File: src/rtl/fsb_pkg.sv
`timescale 1ns/1ps
package fsb_pkg;
  localparam int BYTE_W    = 8;
  localparam int BIT_CNT_W = $clog2(BYTE_W);
  localparam int LEFT_W    = $clog2(BYTE_W + 1);

  typedef enum logic [2:0] {
    ST_IDLE,   // clock parked
    ST_WAKE,   // counting up to the first rising edge
    ST_FILL,   // clock running, sync and data low
    ST_SYNC,   // sync clock ahead of a fresh MSB
    ST_DATA,   // shifting the byte
    ST_TAIL    // closing clock, then park
  } tx_state_t;
endpackage

File: src/rtl/fsb_sclk_gen.sv
`timescale 1ns/1ps
module fsb_sclk_gen #(
  parameter int DIV_W = 8
) (
  input  logic             clk,
  input  logic             rst_n,
  input  logic             run,
  input  logic             park,
  input  logic [DIV_W-1:0] half_div,
  output logic             sclk,
  output logic             rise_stb,
  output logic             fall_stb
);
  logic [DIV_W-1:0] cnt;
  logic             edge_due;

  assign edge_due = run && (cnt == half_div);
  assign rise_stb = edge_due && !sclk;
  assign fall_stb = edge_due && sclk;

  always_ff @(posedge clk or negedge rst_n) begin
    if (!rst_n) begin
      cnt  <= '0;
      sclk <= 1'b0;
    end else if (!run) begin
      cnt  <= '0;
      sclk <= 1'b0;
    end else if (edge_due) begin
      cnt <= '0;
      if (sclk || !park) sclk <= !sclk;
    end else begin
      cnt <= cnt + 1'b1;
    end
  end

  // a parked clock that is low never rises again
  p_parked_stays_low_r5: assert property (@(posedge clk) disable iff (!rst_n)
    (run && park && !sclk) |=> !sclk);

  // the clock moves only when a half period has elapsed
  p_half_period_r2: assert property (@(posedge clk) disable iff (!rst_n)
    (run && !edge_due && $stable(run)) |=> $stable(sclk));
endmodule

File: src/rtl/fsb_tx_shifter.sv
`timescale 1ns/1ps
module fsb_tx_shifter
  import fsb_pkg::*;
(
  input  logic              clk,
  input  logic              rst_n,
  input  logic              enable,
  input  logic              hold_clk,
  input  logic              rise_stb,
  input  logic [BYTE_W-1:0] tx_data,
  input  logic              tx_valid,
  output logic              tx_ready,
  output logic              tx_fs,
  output logic              tx_sd,
  output logic              active,
  output logic              parking
);
  localparam logic [BIT_CNT_W-1:0] LAST_BIT = BIT_CNT_W'(BYTE_W - 1);
  localparam logic [BIT_CNT_W-1:0] PREV_BIT = BIT_CNT_W'(BYTE_W - 2);

  tx_state_t             state;
  logic [BYTE_W-1:0]     shreg;
  logic [BIT_CNT_W-1:0]  cnt;
  logic                  pend;
  logic                  take;
  logic                  d0_open;

  assign d0_open  = (state == ST_DATA) && (cnt == PREV_BIT) && rise_stb;
  assign tx_ready = enable && !pend &&
                    ((state == ST_IDLE) || (state == ST_WAKE) ||
                     (state == ST_FILL) || d0_open);
  assign take     = tx_valid && tx_ready;
  assign active   = (state != ST_IDLE);
  assign parking  = (state == ST_TAIL);

  always_ff @(posedge clk or negedge rst_n) begin
    if (!rst_n) begin
      state <= ST_IDLE;
      shreg <= '0;
      cnt   <= '0;
      pend  <= 1'b0;
      tx_fs <= 1'b0;
      tx_sd <= 1'b0;
    end else if (!enable) begin
      state <= ST_IDLE;
      cnt   <= '0;
      pend  <= 1'b0;
      tx_fs <= 1'b0;
      tx_sd <= 1'b0;
    end else begin
      if (take && state != ST_DATA) begin
        shreg <= tx_data;
        pend  <= 1'b1;
      end
      unique case (state)
        ST_IDLE: if (take || hold_clk) state <= ST_WAKE;
        ST_WAKE: if (rise_stb) state <= ST_FILL;
        ST_FILL: if (rise_stb) begin
          if (pend || take) begin
            state <= ST_SYNC;
            tx_fs <= 1'b1;
            pend  <= 1'b0;
          end else if (!hold_clk) begin
            state <= ST_TAIL;
          end
        end
        ST_SYNC: if (rise_stb) begin
          state <= ST_DATA;
          tx_fs <= 1'b0;
          tx_sd <= shreg[BYTE_W-1];
          shreg <= {shreg[BYTE_W-2:0], 1'b0};
          cnt   <= '0;
        end
        ST_DATA: if (rise_stb) begin
          if (cnt == LAST_BIT) begin
            if (tx_fs) begin
              tx_fs <= 1'b0;
              tx_sd <= shreg[BYTE_W-1];
              shreg <= {shreg[BYTE_W-2:0], 1'b0};
              cnt   <= '0;
            end else begin
              tx_sd <= 1'b0;
              state <= hold_clk ? ST_FILL : ST_TAIL;
            end
          end else begin
            tx_sd <= shreg[BYTE_W-1];
            cnt   <= cnt + 1'b1;
            if (d0_open && take) begin
              shreg <= tx_data;
              tx_fs <= 1'b1;
            end else begin
              shreg <= {shreg[BYTE_W-2:0], 1'b0};
            end
          end
        end
        ST_TAIL: if (rise_stb) state <= ST_IDLE;
        default: state <= ST_IDLE;
      endcase
    end
  end

  // sync only in the sync clock or in a bit-0 clock
  p_sync_slot_r4: assert property (@(posedge clk) disable iff (!rst_n)
    tx_fs |-> ((state == ST_SYNC) || (state == ST_DATA && cnt == LAST_BIT)));

  // line changes only on a rising serial edge
  p_rise_aligned_r3: assert property (@(posedge clk) disable iff (!rst_n)
    (enable && !rise_stb) |=> ($stable(tx_fs) && $stable(tx_sd)));

  // a byte taken from idle starts the clock
  p_take_wakes_r10: assert property (@(posedge clk) disable iff (!rst_n)
    (state == ST_IDLE && take) |=> (state == ST_WAKE));

  // switching off quiets the lines at once
  p_off_quiet_r9: assert property (@(posedge clk) disable iff (!rst_n)
    !enable |=> (!tx_fs && !tx_sd && state == ST_IDLE));
endmodule

File: src/rtl/fsb_rx_shifter.sv
`timescale 1ns/1ps
module fsb_rx_shifter
  import fsb_pkg::*;
(
  input  logic              clk,
  input  logic              rst_n,
  input  logic              enable,
  input  logic              fall_stb,
  input  logic              rx_fs,
  input  logic              rx_sd,
  output logic [BYTE_W-1:0] rx_data,
  output logic              rx_valid
);
  logic [BYTE_W-1:0] sh;
  logic [LEFT_W-1:0] left;
  logic              busy;
  logic [BYTE_W-1:0] next_sh;

  assign busy    = (left != '0);
  assign next_sh = {sh[BYTE_W-2:0], rx_sd};

  always_ff @(posedge clk or negedge rst_n) begin
    if (!rst_n) begin
      sh       <= '0;
      left     <= '0;
      rx_data  <= '0;
      rx_valid <= 1'b0;
    end else begin
      rx_valid <= 1'b0;
      if (!enable) begin
        left <= '0;
      end else if (fall_stb) begin
        if (busy) begin
          sh <= next_sh;
          if (left == LEFT_W'(1)) begin
            rx_data  <= next_sh;
            rx_valid <= 1'b1;
          end
        end
        if (rx_fs)     left <= LEFT_W'(BYTE_W);
        else if (busy) left <= left - 1'b1;
      end
    end
  end

  // strobe lasts one cycle
  p_strobe_single_r7: assert property (@(posedge clk) disable iff (!rst_n)
    rx_valid |=> !rx_valid);

  // a byte completes only on a falling serial edge
  p_strobe_after_fall_r7: assert property (@(posedge clk) disable iff (!rst_n)
    rx_valid |-> $past(fall_stb));
endmodule

File: src/rtl/fsync_byte_port.sv
`timescale 1ns/1ps
module fsync_byte_port
  import fsb_pkg::*;
#(
  parameter int DIV_W = 8
) (
  input  logic              clk,
  input  logic              rst_n,
  input  logic              enable,
  input  logic              hold_clk,
  input  logic [DIV_W-1:0]  half_div,
  input  logic [BYTE_W-1:0] tx_data,
  input  logic              tx_valid,
  output logic              tx_ready,
  output logic              sclk,
  output logic              tx_fs,
  output logic              tx_sd,
  input  logic              rx_fs,
  input  logic              rx_sd,
  output logic [BYTE_W-1:0] rx_data,
  output logic              rx_valid
);
  logic tx_active;
  logic tx_parking;
  logic run;
  logic rise_stb;
  logic fall_stb;

  assign run = enable && tx_active;

  fsb_sclk_gen #(.DIV_W(DIV_W)) u_clkgen (
    .clk      (clk),
    .rst_n    (rst_n),
    .run      (run),
    .park     (tx_parking),
    .half_div (half_div),
    .sclk     (sclk),
    .rise_stb (rise_stb),
    .fall_stb (fall_stb)
  );

  fsb_tx_shifter u_tx (
    .clk      (clk),
    .rst_n    (rst_n),
    .enable   (enable),
    .hold_clk (hold_clk),
    .rise_stb (rise_stb),
    .tx_data  (tx_data),
    .tx_valid (tx_valid),
    .tx_ready (tx_ready),
    .tx_fs    (tx_fs),
    .tx_sd    (tx_sd),
    .active   (tx_active),
    .parking  (tx_parking)
  );

  fsb_rx_shifter u_rx (
    .clk      (clk),
    .rst_n    (rst_n),
    .enable   (enable),
    .fall_stb (fall_stb),
    .rx_fs    (rx_fs),
    .rx_sd    (rx_sd),
    .rx_data  (rx_data),
    .rx_valid (rx_valid)
  );

  // an inactive link always shows a low clock
  p_idle_clock_low_r9: assert property (@(posedge clk) disable iff (!rst_n)
    !tx_active |-> !sclk);
endmodule

File: config.mk
export PLATFORM = sky130hd
export DESIGN_NAME = fsync_byte_port
export DESIGN_NICKNAME = d
export VERILOG_FILES = /design/src/rtl/fsb_pkg.sv /design/src/rtl/fsb_sclk_gen.sv /design/src/rtl/fsb_tx_shifter.sv /design/src/rtl/fsb_rx_shifter.sv /design/src/rtl/fsync_byte_port.sv
export SDC_FILE = /design/constraint.sdc
export NUM_CORES = 1
export LEC_CHECK = 0
export BUFFER_PORTS_ARGS = -buffer_cell sky130_fd_sc_hd__buf_2
export CAP_MARGIN = 25
export CORE_MARGIN = 5
export CORE_UTILIZATION = 40
export DETAILED_ROUTE_END_ITERATION = 8
export GPL_TIMING_DRIVEN = 0
export PLACE_DENSITY = 0.64
export SYNTH_ARGS = -nofsm -noshare
export SYNTH_HDL_FRONTEND = slang
export SYNTH_SLANG_ARGS = --single-unit
File: constraint.sdc
create_clock -name clk -period 8.2 [get_ports clk]
set_input_delay 1.64 -clock clk [delete_from_list [all_inputs] [get_ports clk]]
set_output_delay 1.64 -clock clk [all_outputs]
set_load 0.1 [all_outputs]
==> impl_results.html, run 1 <==
<table>
<tr><th>Metric</th><th>Value</th></tr>
<tr><th colspan="2">Run status</th></tr>
<tr><td>Run status</td><td>finished clean</td></tr>
<tr><th colspan="2">Die</th></tr>
<tr><td>Die span in x</td><td>95.3 um</td></tr>
<tr><td>Count of boundary I/O pins</td><td>36</td></tr>
<tr><td>Initial core utilization</td><td>0.406</td></tr>
<tr><td>Die boundary height</td><td>95.3 um</td></tr>
<tr><td>Standard-cell rows</td><td>31</td></tr>
<tr><td>Overall die area</td><td>9080 um^2</td></tr>
<tr><td>Total core area</td><td>7180 um^2</td></tr>
<tr><th colspan="2">Logic synthesis</th></tr>
<tr><td>Sequential fraction of the synthesis area</td><td>0.395</td></tr>
<tr><td>Average cell area after synthesis</td><td>9.42 um^2</td></tr>
<tr><td>Synthesized netlist net count</td><td>339</td></tr>
<tr><td>Post-synthesis cell type count</td><td>49</td></tr>
<tr><td>Largest cells by area after synthesis</td><td>dfrtp_1 40%, mux2_2 8.1%, nor2_1 3.5%, ha_1 3.0%, o21ai_0 2.9%</td></tr>
<tr><td>Area share of the largest cell type after synthesis</td><td>0.395</td></tr>
<tr><td>Adder-cell area share of the yosys netlist</td><td>0.0301</td></tr>
<tr><td>Flip-flop cell with the highest count after synthesis</td><td>dfrtp_1</td></tr>
<tr><td>Warnings from Yosys</td><td>0</td></tr>
<tr><td>Synthesized-area fraction occupied by xor and xnor cells</td><td>0.0421</td></tr>
<tr><td>Cell taking the most area after synthesis</td><td>dfrtp_1</td></tr>
<tr><td>Flops &amp; latches, synth</td><td>46</td></tr>
<tr><td>Combined area of all synthesized cells</td><td>2910 um^2</td></tr>
<tr><td>Dominant combinational cell family by area after synthesis</td><td>simple AND/OR/NAND/NOR gates</td></tr>
<tr><td>Simple-gate share of the synthesized area</td><td>0.210</td></tr>
<tr><td>Proportion of synthesized flip-flops having asynchronous set or reset</td><td>1.00</td></tr>
<tr><td>Number of instances in the synthesized netlist</td><td>309</td></tr>
<tr><td>Compound-gate portion of the synthesized area</td><td>0.190</td></tr>
<tr><td>Number of synthesized flops with an enable pin</td><td>0</td></tr>
<tr><td>Share of cell area taken by muxes after synthesis</td><td>0.0915</td></tr>
<tr><th colspan="2">Placed design</th></tr>
<tr><td>DP Wirelength</td><td>5170 um</td></tr>
<tr><td>Total of buffers placed on input and output ports</td><td>34</td></tr>
<tr><td>GPL Wtd Cong</td><td>0.846</td></tr>
<tr><td>Number of placed cells counting well taps</td><td>443</td></tr>
<tr><th colspan="2">Worst setup path</th></tr>
<tr><td>Crit end category</td><td>output port</td></tr>
<tr><td>Critical-path top delay cell</td><td>buf_2</td></tr>
<tr><td>Required @ worst endpoint</td><td>6560 ps</td></tr>
<tr><td>Critical path cell sequence</td><td>buf_2, o31ai_1, or4_1, buf_2, or3_1, o31ai_1, a21oi_1, nor3b_1, buf_2</td></tr>
<tr><td>CP Launch Type</td><td>primary input</td></tr>
<tr><td>Internal reg-to-reg setup slack</td><td>5510 ps</td></tr>
<tr><td>Worst EP arrival</td><td>4070 ps</td></tr>
<tr><td>Critical path's largest stage delay</td><td>460 ps</td></tr>
<tr><td>Number of buffer and inverter instances along the worst setup path</td><td>3</td></tr>
<tr><td>Startpoint-to-endpoint class of the critical path</td><td>in2out</td></tr>
<tr><td>Launching instance or port of the critical path</td><td>enable</td></tr>
<tr><td>Worst-path maximum fanout</td><td>10</td></tr>
<tr><td>Gate family responsible for the most delay along the worst path</td><td>simple AND/OR/NAND/NOR gates</td></tr>
<tr><td>Crit Reg-Reg Startpoint</td><td>u_tx.state[0]</td></tr>
<tr><td>Most frequent cell on the critical path</td><td>buf_2</td></tr>
<tr><th colspan="2">Detailed routing</th></tr>
<tr><td>Highest routed layer</td><td>met4</td></tr>
<tr><td>Number of antenna-violating nets in the routed design</td><td>0</td></tr>
<tr><td>Routed length on met1</td><td>3460 um</td></tr>
<tr><td>DRT Wirelength</td><td>7320 um</td></tr>
<tr><td>DRC marker count from the first detailed-route iteration</td><td>105</td></tr>
<tr><td>Per-cell routed wire length</td><td>16.2 um</td></tr>
<tr><td>Routed length on met2</td><td>3420 um</td></tr>
<tr><td>Met3 Wirelength</td><td>384 um</td></tr>
<tr><td>Number of vias in the routed layout</td><td>2536</td></tr>
<tr><td>1st-pass router iterations</td><td>4</td></tr>
<tr><td>Total DRC errors in the routed layout</td><td>0</td></tr>
<tr><td>Ratio of routed vias to standard cells</td><td>5.62</td></tr>
<tr><th colspan="2">Final layout</th></tr>
<tr><td>Commonest cells after routing, fill and taps aside</td><td>46 x dfrtp_1, 39 x buf_2, 27 x nor2_1</td></tr>
<tr><td>Area used by multi-input combinational logic</td><td>1640 um^2</td></tr>
<tr><td>Fraction of final layout cells with drive strength greater than 1</td><td>0.244</td></tr>
<tr><td>Final-stage net count</td><td>381</td></tr>
<tr><td>Number of filler cells placed in the layout</td><td>719</td></tr>
<tr><td>Utilization of the core after routing</td><td>0.463</td></tr>
<tr><td>Non-Filler Instances</td><td>451</td></tr>
<tr><td>Most frequent standard cell in the layout excluding fill and tap cells</td><td>dfrtp_1</td></tr>
<tr><td>Area taken by flip-flops and latches</td><td>1150 um^2</td></tr>
<tr><td>Antenna cell count</td><td>0</td></tr>
<tr><td>Signed area change from the synthesized netlist to the final layout</td><td>14.1%</td></tr>
<tr><th colspan="2">Clock network</th></tr>
<tr><td>Largest buffer count on any clock path</td><td>2</td></tr>
<tr><td>Inserted Clock Buffers</td><td>5</td></tr>
<tr><td>Hold-fix buffers, CTS</td><td>0</td></tr>
<tr><td>Number of cells upsized or downsized after cts</td><td>0</td></tr>
<tr><td>TritonCTS clock tree</td><td>built</td></tr>
<tr><td>Setup repair bufs after CTS</td><td>0</td></tr>
<tr><td>Clock slew at the register clock pins of the worst setup and hold paths</td><td>100 ps</td></tr>
<tr><td>H-tree levels</td><td>2</td></tr>
<tr><td>Clock sink count</td><td>46</td></tr>
<tr><td>Clock Root Buffer</td><td>clkbuf_8</td></tr>
<tr><td>Insertion delay of the later-clocked pin in the worst-skew pair</td><td>310 ps</td></tr>
<tr><th colspan="2">GRT</th></tr>
<tr><td>Overall Global Routing Usage</td><td>0.180</td></tr>
<tr><td>Largest net degree at the start of global routing</td><td>37</td></tr>
<tr><td>Initial antenna violation count</td><td>0</td></tr>
<tr><td>Number of global-route vias before repair</td><td>2561</td></tr>
<tr><td>Total grt overflow</td><td>0</td></tr>
<tr><td>Global-route wire length before repair</td><td>12900 um</td></tr>
<tr><th colspan="2">Timing</th></tr>
<tr><td>Count of pins over their slew limit</td><td>0</td></tr>
<tr><td>Tmin final</td><td>5710 ps</td></tr>
<tr><td>Transition time at the pin with the least slew margin</td><td>919 ps</td></tr>
<tr><td>Setup repair after global routing missed its margin</td><td>no</td></tr>
<tr><td>Ratio of final minimum period to clock period</td><td>0.696</td></tr>
<tr><td>Timing-limited maximum frequency</td><td>0.175 GHz</td></tr>
<tr><td>Worst hold slack after final layout</td><td>513 ps</td></tr>
<tr><td>Hold violation total from the final report</td><td>0</td></tr>
<tr><td>Accumulated negative setup slack</td><td>0 ps</td></tr>
<tr><td>Rel. slew slack</td><td>0.383</td></tr>
<tr><td>Finish-stage setup viols</td><td>0</td></tr>
<tr><td>Worst clock skew</td><td>7.77 ps</td></tr>
<tr><th colspan="2">Power and ir drop</th></tr>
<tr><td>Areal power density over the cells</td><td>197 nW/um^2</td></tr>
<tr><td>P_leak</td><td>0.00143 uW</td></tr>
<tr><td>Worst vdd ir</td><td>0.0894 mV</td></tr>
<tr><th colspan="2">Worst hold path</th></tr>
<tr><td>Hold Path Origin</td><td>u_rx.sh[6]</td></tr>
<tr><td>Tightest Hold Check Type</td><td>reg2reg</td></tr>
<tr><th colspan="2">Flow run</th></tr>
<tr><td>Total of max-cap violations</td><td>0</td></tr>
</table>
==> cell type report <==
class / instances / share of cell area
clock buffers: 5 / 0.0207
inverters: 8 / 0.00904
multi-input cells: 235 / 0.494
well taps: 99 / 0.0373
flip-flops and latches: 46 / 0.347
plain buffers: 20 / 0.0268
repair buffers: 35 / 0.0573
clock inverters: 3 / 0.00791
==> flip-flops by register name (all words and copies together), names as in the netlist <==
signal and flops:
u_clkgen.cnt 8, u_rx.rx_data 8, u_tx.shreg 8, u_rx.sh 7, u_rx.left 4, u_tx.cnt 3
u_tx.state 3, u_clkgen.sclk 1, u_rx.rx_valid 1, u_tx.pend 1, u_tx.tx_fs 1, u_tx.tx_sd 1
==> per-layer routing <==
layer,vias up,track usage
li1,1233,-
met4,0,0.0445
met5,-,0
met2,69,0.285
met1,1228,0.250
met3,6,0.0387
==> report_power, final <==
part | total [uW] | switching, uW | internal, uW
clock network | 156 | 92.2 | 63.5
registers | 292 | 39.1 | 253
logic | 207 | 123 | 84.8
total | 655 | 254 | 402
==> metrics by stage <==
step | instance area, um^2 | worst slack, ps | power [uW]
6_report | 3320 | 2490 | 655
5_1_grt | 3320 | 2360 | 705
4_1_cts | 3320 | 2470 | 658
3_5_place_dp | 3230 | 2480 | 501
3_3_place_gp | 3210 | 2490 | 494
2_1_floorplan | 2910 | 1220 | 443
==> path summary, 6_finish.rpt <==
check	to	cells after the start
worst min-delay path	u_rx.sh[6]	1
worst max-delay path	tx_ready	9
min in group asynchronous	u_tx.state[2]	1
max in group asynchronous	u_clkgen.cnt[7]	2
worst max register to register	u_rx.rx_data[0]	7
worst min register to register	u_rx.sh[6]	1
==> cell families after synthesis <==
| logic type | after synthesis |
|---|---|
| flops | 46 |
| simple gates | 115 |
| compound gates | 75 |
| mux | 24 |
| xor+xnor | 14 |
| buf+inv | 28 |
| fa+ha+maj | 7 |
==> cell usage after synthesis (all sizes together), types with 3 or more instances <==
| cell type | n |
|---|---|
| nor3 | 11 |
| nand3 | 12 |
| ha | 7 |
| o31ai | 4 |
| mux2i | 3 |
| clkbuf | 13 |
| a21oi | 19 |
| mux2 | 21 |
| inv | 7 |
| o41ai | 7 |
| nand4 | 10 |
| nor2b | 5 |
| xor2 | 7 |
| o221a | 7 |
| buf | 7 |
| o21a | 3 |
| nor2 | 27 |
| xnor2 | 7 |
| dfrtp | 46 |
| o21ai | 17 |
| nand2 | 20 |
| a21boi | 3 |
| nand4b | 3 |
| and2 | 4 |
| a221o | 6 |
| nand2b | 4 |
| nor4 | 4 |
(Power assumes the default switching activity.)
==> run 2, diff against run 1 <==
- clock period: 8.2 -> 5.25 ns (I/O delays scaled with it)
==> impl_results.html, run 2 (synthesized netlist as in run 1, its figures left out) <==
<table>
<tr><th>Metric</th><th>Value</th></tr>
<tr><th colspan="2">GRT</th></tr>
<tr><td>Overall Global Routing Usage</td><td>0.168</td></tr>
<tr><td>Number of global-route vias before repair</td><td>2435</td></tr>
<tr><td>Initial antenna violation count</td><td>0</td></tr>
<tr><td>Largest net degree at the start of global routing</td><td>32</td></tr>
<tr><td>Total grt overflow</td><td>0</td></tr>
<tr><td>Global-route wire length before repair</td><td>12100 um</td></tr>
<tr><th colspan="2">Die</th></tr>
<tr><td>Die boundary height</td><td>95.3 um</td></tr>
<tr><td>Total core area</td><td>7180 um^2</td></tr>
<tr><td>Overall die area</td><td>9080 um^2</td></tr>
<tr><td>Die span in x</td><td>95.3 um</td></tr>
<tr><td>Initial core utilization</td><td>0.406</td></tr>
<tr><td>Standard-cell rows</td><td>31</td></tr>
<tr><td>Count of boundary I/O pins</td><td>36</td></tr>
<tr><th colspan="2">Detailed routing</th></tr>
<tr><td>1st-pass router iterations</td><td>5</td></tr>
<tr><td>DRT Wirelength</td><td>7120 um</td></tr>
<tr><td>Number of antenna-violating nets in the routed design</td><td>0</td></tr>
<tr><td>DRC marker count from the first detailed-route iteration</td><td>130</td></tr>
<tr><td>Total DRC errors in the routed layout</td><td>0</td></tr>
<tr><td>Per-cell routed wire length</td><td>15.8 um</td></tr>
<tr><td>Ratio of routed vias to standard cells</td><td>5.69</td></tr>
<tr><td>Number of vias in the routed layout</td><td>2567</td></tr>
<tr><th colspan="2">Clock network</th></tr>
<tr><td>Clock slew at the register clock pins of the worst setup and hold paths</td><td>100 ps</td></tr>
<tr><td>Inserted Clock Buffers</td><td>5</td></tr>
<tr><td>Clock sink count</td><td>46</td></tr>
<tr><td>Number of cells upsized or downsized after cts</td><td>0</td></tr>
<tr><td>Insertion delay of the later-clocked pin in the worst-skew pair</td><td>320 ps</td></tr>
<tr><td>Hold-fix buffers, CTS</td><td>0</td></tr>
<tr><td>Setup repair bufs after CTS</td><td>0</td></tr>
<tr><td>H-tree levels</td><td>2</td></tr>
<tr><td>Clock Root Buffer</td><td>clkbuf_8</td></tr>
<tr><td>TritonCTS clock tree</td><td>built</td></tr>
<tr><td>Largest buffer count on any clock path</td><td>2</td></tr>
<tr><th colspan="2">Timing</th></tr>
<tr><td>Rel. slew slack</td><td>0.330</td></tr>
<tr><td>Tmin final</td><td>4530 ps</td></tr>
<tr><td>Accumulated negative setup slack</td><td>0 ps</td></tr>
<tr><td>Finish-stage setup viols</td><td>0</td></tr>
<tr><td>Timing-limited maximum frequency</td><td>0.221 GHz</td></tr>
<tr><td>Worst clock skew</td><td>13.3 ps</td></tr>
<tr><td>Count of pins over their slew limit</td><td>0</td></tr>
<tr><td>Ratio of final minimum period to clock period</td><td>0.862</td></tr>
<tr><td>Transition time at the pin with the least slew margin</td><td>997 ps</td></tr>
<tr><td>Hold violation total from the final report</td><td>0</td></tr>
<tr><td>Setup repair after global routing missed its margin</td><td>no</td></tr>
<tr><th colspan="2">Final layout</th></tr>
<tr><td>Area used by multi-input combinational logic</td><td>1650 um^2</td></tr>
<tr><td>Commonest cells after routing, fill and taps aside</td><td>46 x dfrtp_1, 39 x buf_2, 27 x nor2_1</td></tr>
<tr><td>Area taken by flip-flops and latches</td><td>1150 um^2</td></tr>
<tr><td>Utilization of the core after routing</td><td>0.463</td></tr>
<tr><td>Leading registers by flop count</td><td>u_clkgen.cnt (8), u_rx.rx_data (8), u_tx.shreg (8)</td></tr>
<tr><td>Most frequent standard cell in the layout excluding fill and tap cells</td><td>dfrtp_1</td></tr>
<tr><td>Signed area change from the synthesized netlist to the final layout</td><td>14.2%</td></tr>
<tr><td>Number of filler cells placed in the layout</td><td>720</td></tr>
<tr><td>Antenna cell count</td><td>0</td></tr>
<tr><td>Final-stage net count</td><td>381</td></tr>
<tr><td>Fraction of final layout cells with drive strength greater than 1</td><td>0.247</td></tr>
<tr><th colspan="2">Worst setup path</th></tr>
<tr><td>Critical path's largest stage delay</td><td>440 ps</td></tr>
<tr><td>Critical-path top delay cell</td><td>buf_2</td></tr>
<tr><td>Gate family responsible for the most delay along the worst path</td><td>simple AND/OR/NAND/NOR gates</td></tr>
<tr><td>Crit end category</td><td>output port</td></tr>
<tr><td>Worst EP arrival</td><td>3480 ps</td></tr>
<tr><td>Startpoint-to-endpoint class of the critical path</td><td>in2out</td></tr>
<tr><td>Critical path cell sequence</td><td>buf_2, o31ai_1, or4_1, buf_2, or3_1, o31ai_1, a21oi_1, nor3b_2, buf_2</td></tr>
<tr><td>Most frequent cell on the critical path</td><td>buf_2</td></tr>
<tr><td>Number of buffer and inverter instances along the worst setup path</td><td>3</td></tr>
<tr><td>Required @ worst endpoint</td><td>4200 ps</td></tr>
<tr><td>Worst-path maximum fanout</td><td>10</td></tr>
<tr><td>CP Launch Type</td><td>primary input</td></tr>
<tr><th colspan="2">Worst hold path</th></tr>
<tr><td>Tightest Hold Check Type</td><td>reg2reg</td></tr>
<tr><th colspan="2">Power and ir drop</th></tr>
<tr><td>P_leak</td><td>0.00143 uW</td></tr>
<tr><td>Worst vdd ir</td><td>0.126 mV</td></tr>
<tr><td>Areal power density over the cells</td><td>306 nW/um^2</td></tr>
<tr><th colspan="2">Flow run</th></tr>
<tr><td>Total of max-cap violations</td><td>0</td></tr>
<tr><th colspan="2">Placed design</th></tr>
<tr><td>DP Wirelength</td><td>5060 um</td></tr>
<tr><td>GPL Wtd Cong</td><td>0.822</td></tr>
<tr><td>Total of buffers placed on input and output ports</td><td>34</td></tr>
<tr><th colspan="2">Run status</th></tr>
<tr><td>Run status</td><td>finished clean</td></tr>
</table>
## run 2: cell types whose count changed in the layout (fill, tap and decap cells not counted)
| cell | delta |
|---|---|
| inv_6 | -2 |
| clkinv_4 | +1 |
| clkinvlp_4 | +1 |
| nor3b_1 | -1 |
| nor3b_2 | +1 |
## run 2: power breakdown
group	switching, uW	internal [uW]	total, uW
Sequential	60.4	395	456
Clock	143	96.5	240
Combinational	190	133	323
## run 2: final timing paths
check	startpoint	end	slack, ps	cells after the start
worst min-delay path	u_rx.rx_data[5]	u_rx.rx_data[5]	510	1
worst max-delay path	enable	tx_ready	720	9
worst max register to register	u_tx.state[0]	u_rx.rx_data[1]	2590	7
max in group asynchronous	rst_n	u_clkgen.cnt[4]	4100	2
min in group asynchronous	rst_n	u_tx.state[0]	640	1
worst min register to register	u_rx.rx_data[5]	u_rx.rx_data[5]	510	1
## run 2: layout make-up
type                            count  area share
Multi-Input combinational cell    235       0.495
Sequential cell                    46       0.346
Timing Repair Buffer               35      0.0572
Tap cell                           99      0.0373
Buffer                             20      0.0267
Clock buffer                        5      0.0207
Inverter                            8     0.00903
Clock inverter                      3     0.00753
## run 2: metal layers
layer | GRT usage | share of wire | vias up
met5 | 0 | 0 | -
met4 | 0.0385 | 0.0086 | 0
met3 | 0.0316 | 0.058 | 8
met2 | 0.275 | 0.48 | 94
met1 | 0.229 | 0.45 | 1237
li1 | - | - | 1228
## run 2: stage by stage
stage / power [uW] / hold slack, ps / setup slack (ps) / cells / instance area (um^2)
after floorplan: 693 / 477 / 425 / 309 / 2920
after global placement: 771 / 486 / 732 / 442 / 3210
after detailed placement: 779 / 492 / 750 / 443 / 3230
after CTS: 1020 / 514 / 745 / 451 / 3320
after global routing: 1080 / 537 / 530 / 451 / 3320
final: 1020 / 511 / 723 / 451 / 3320
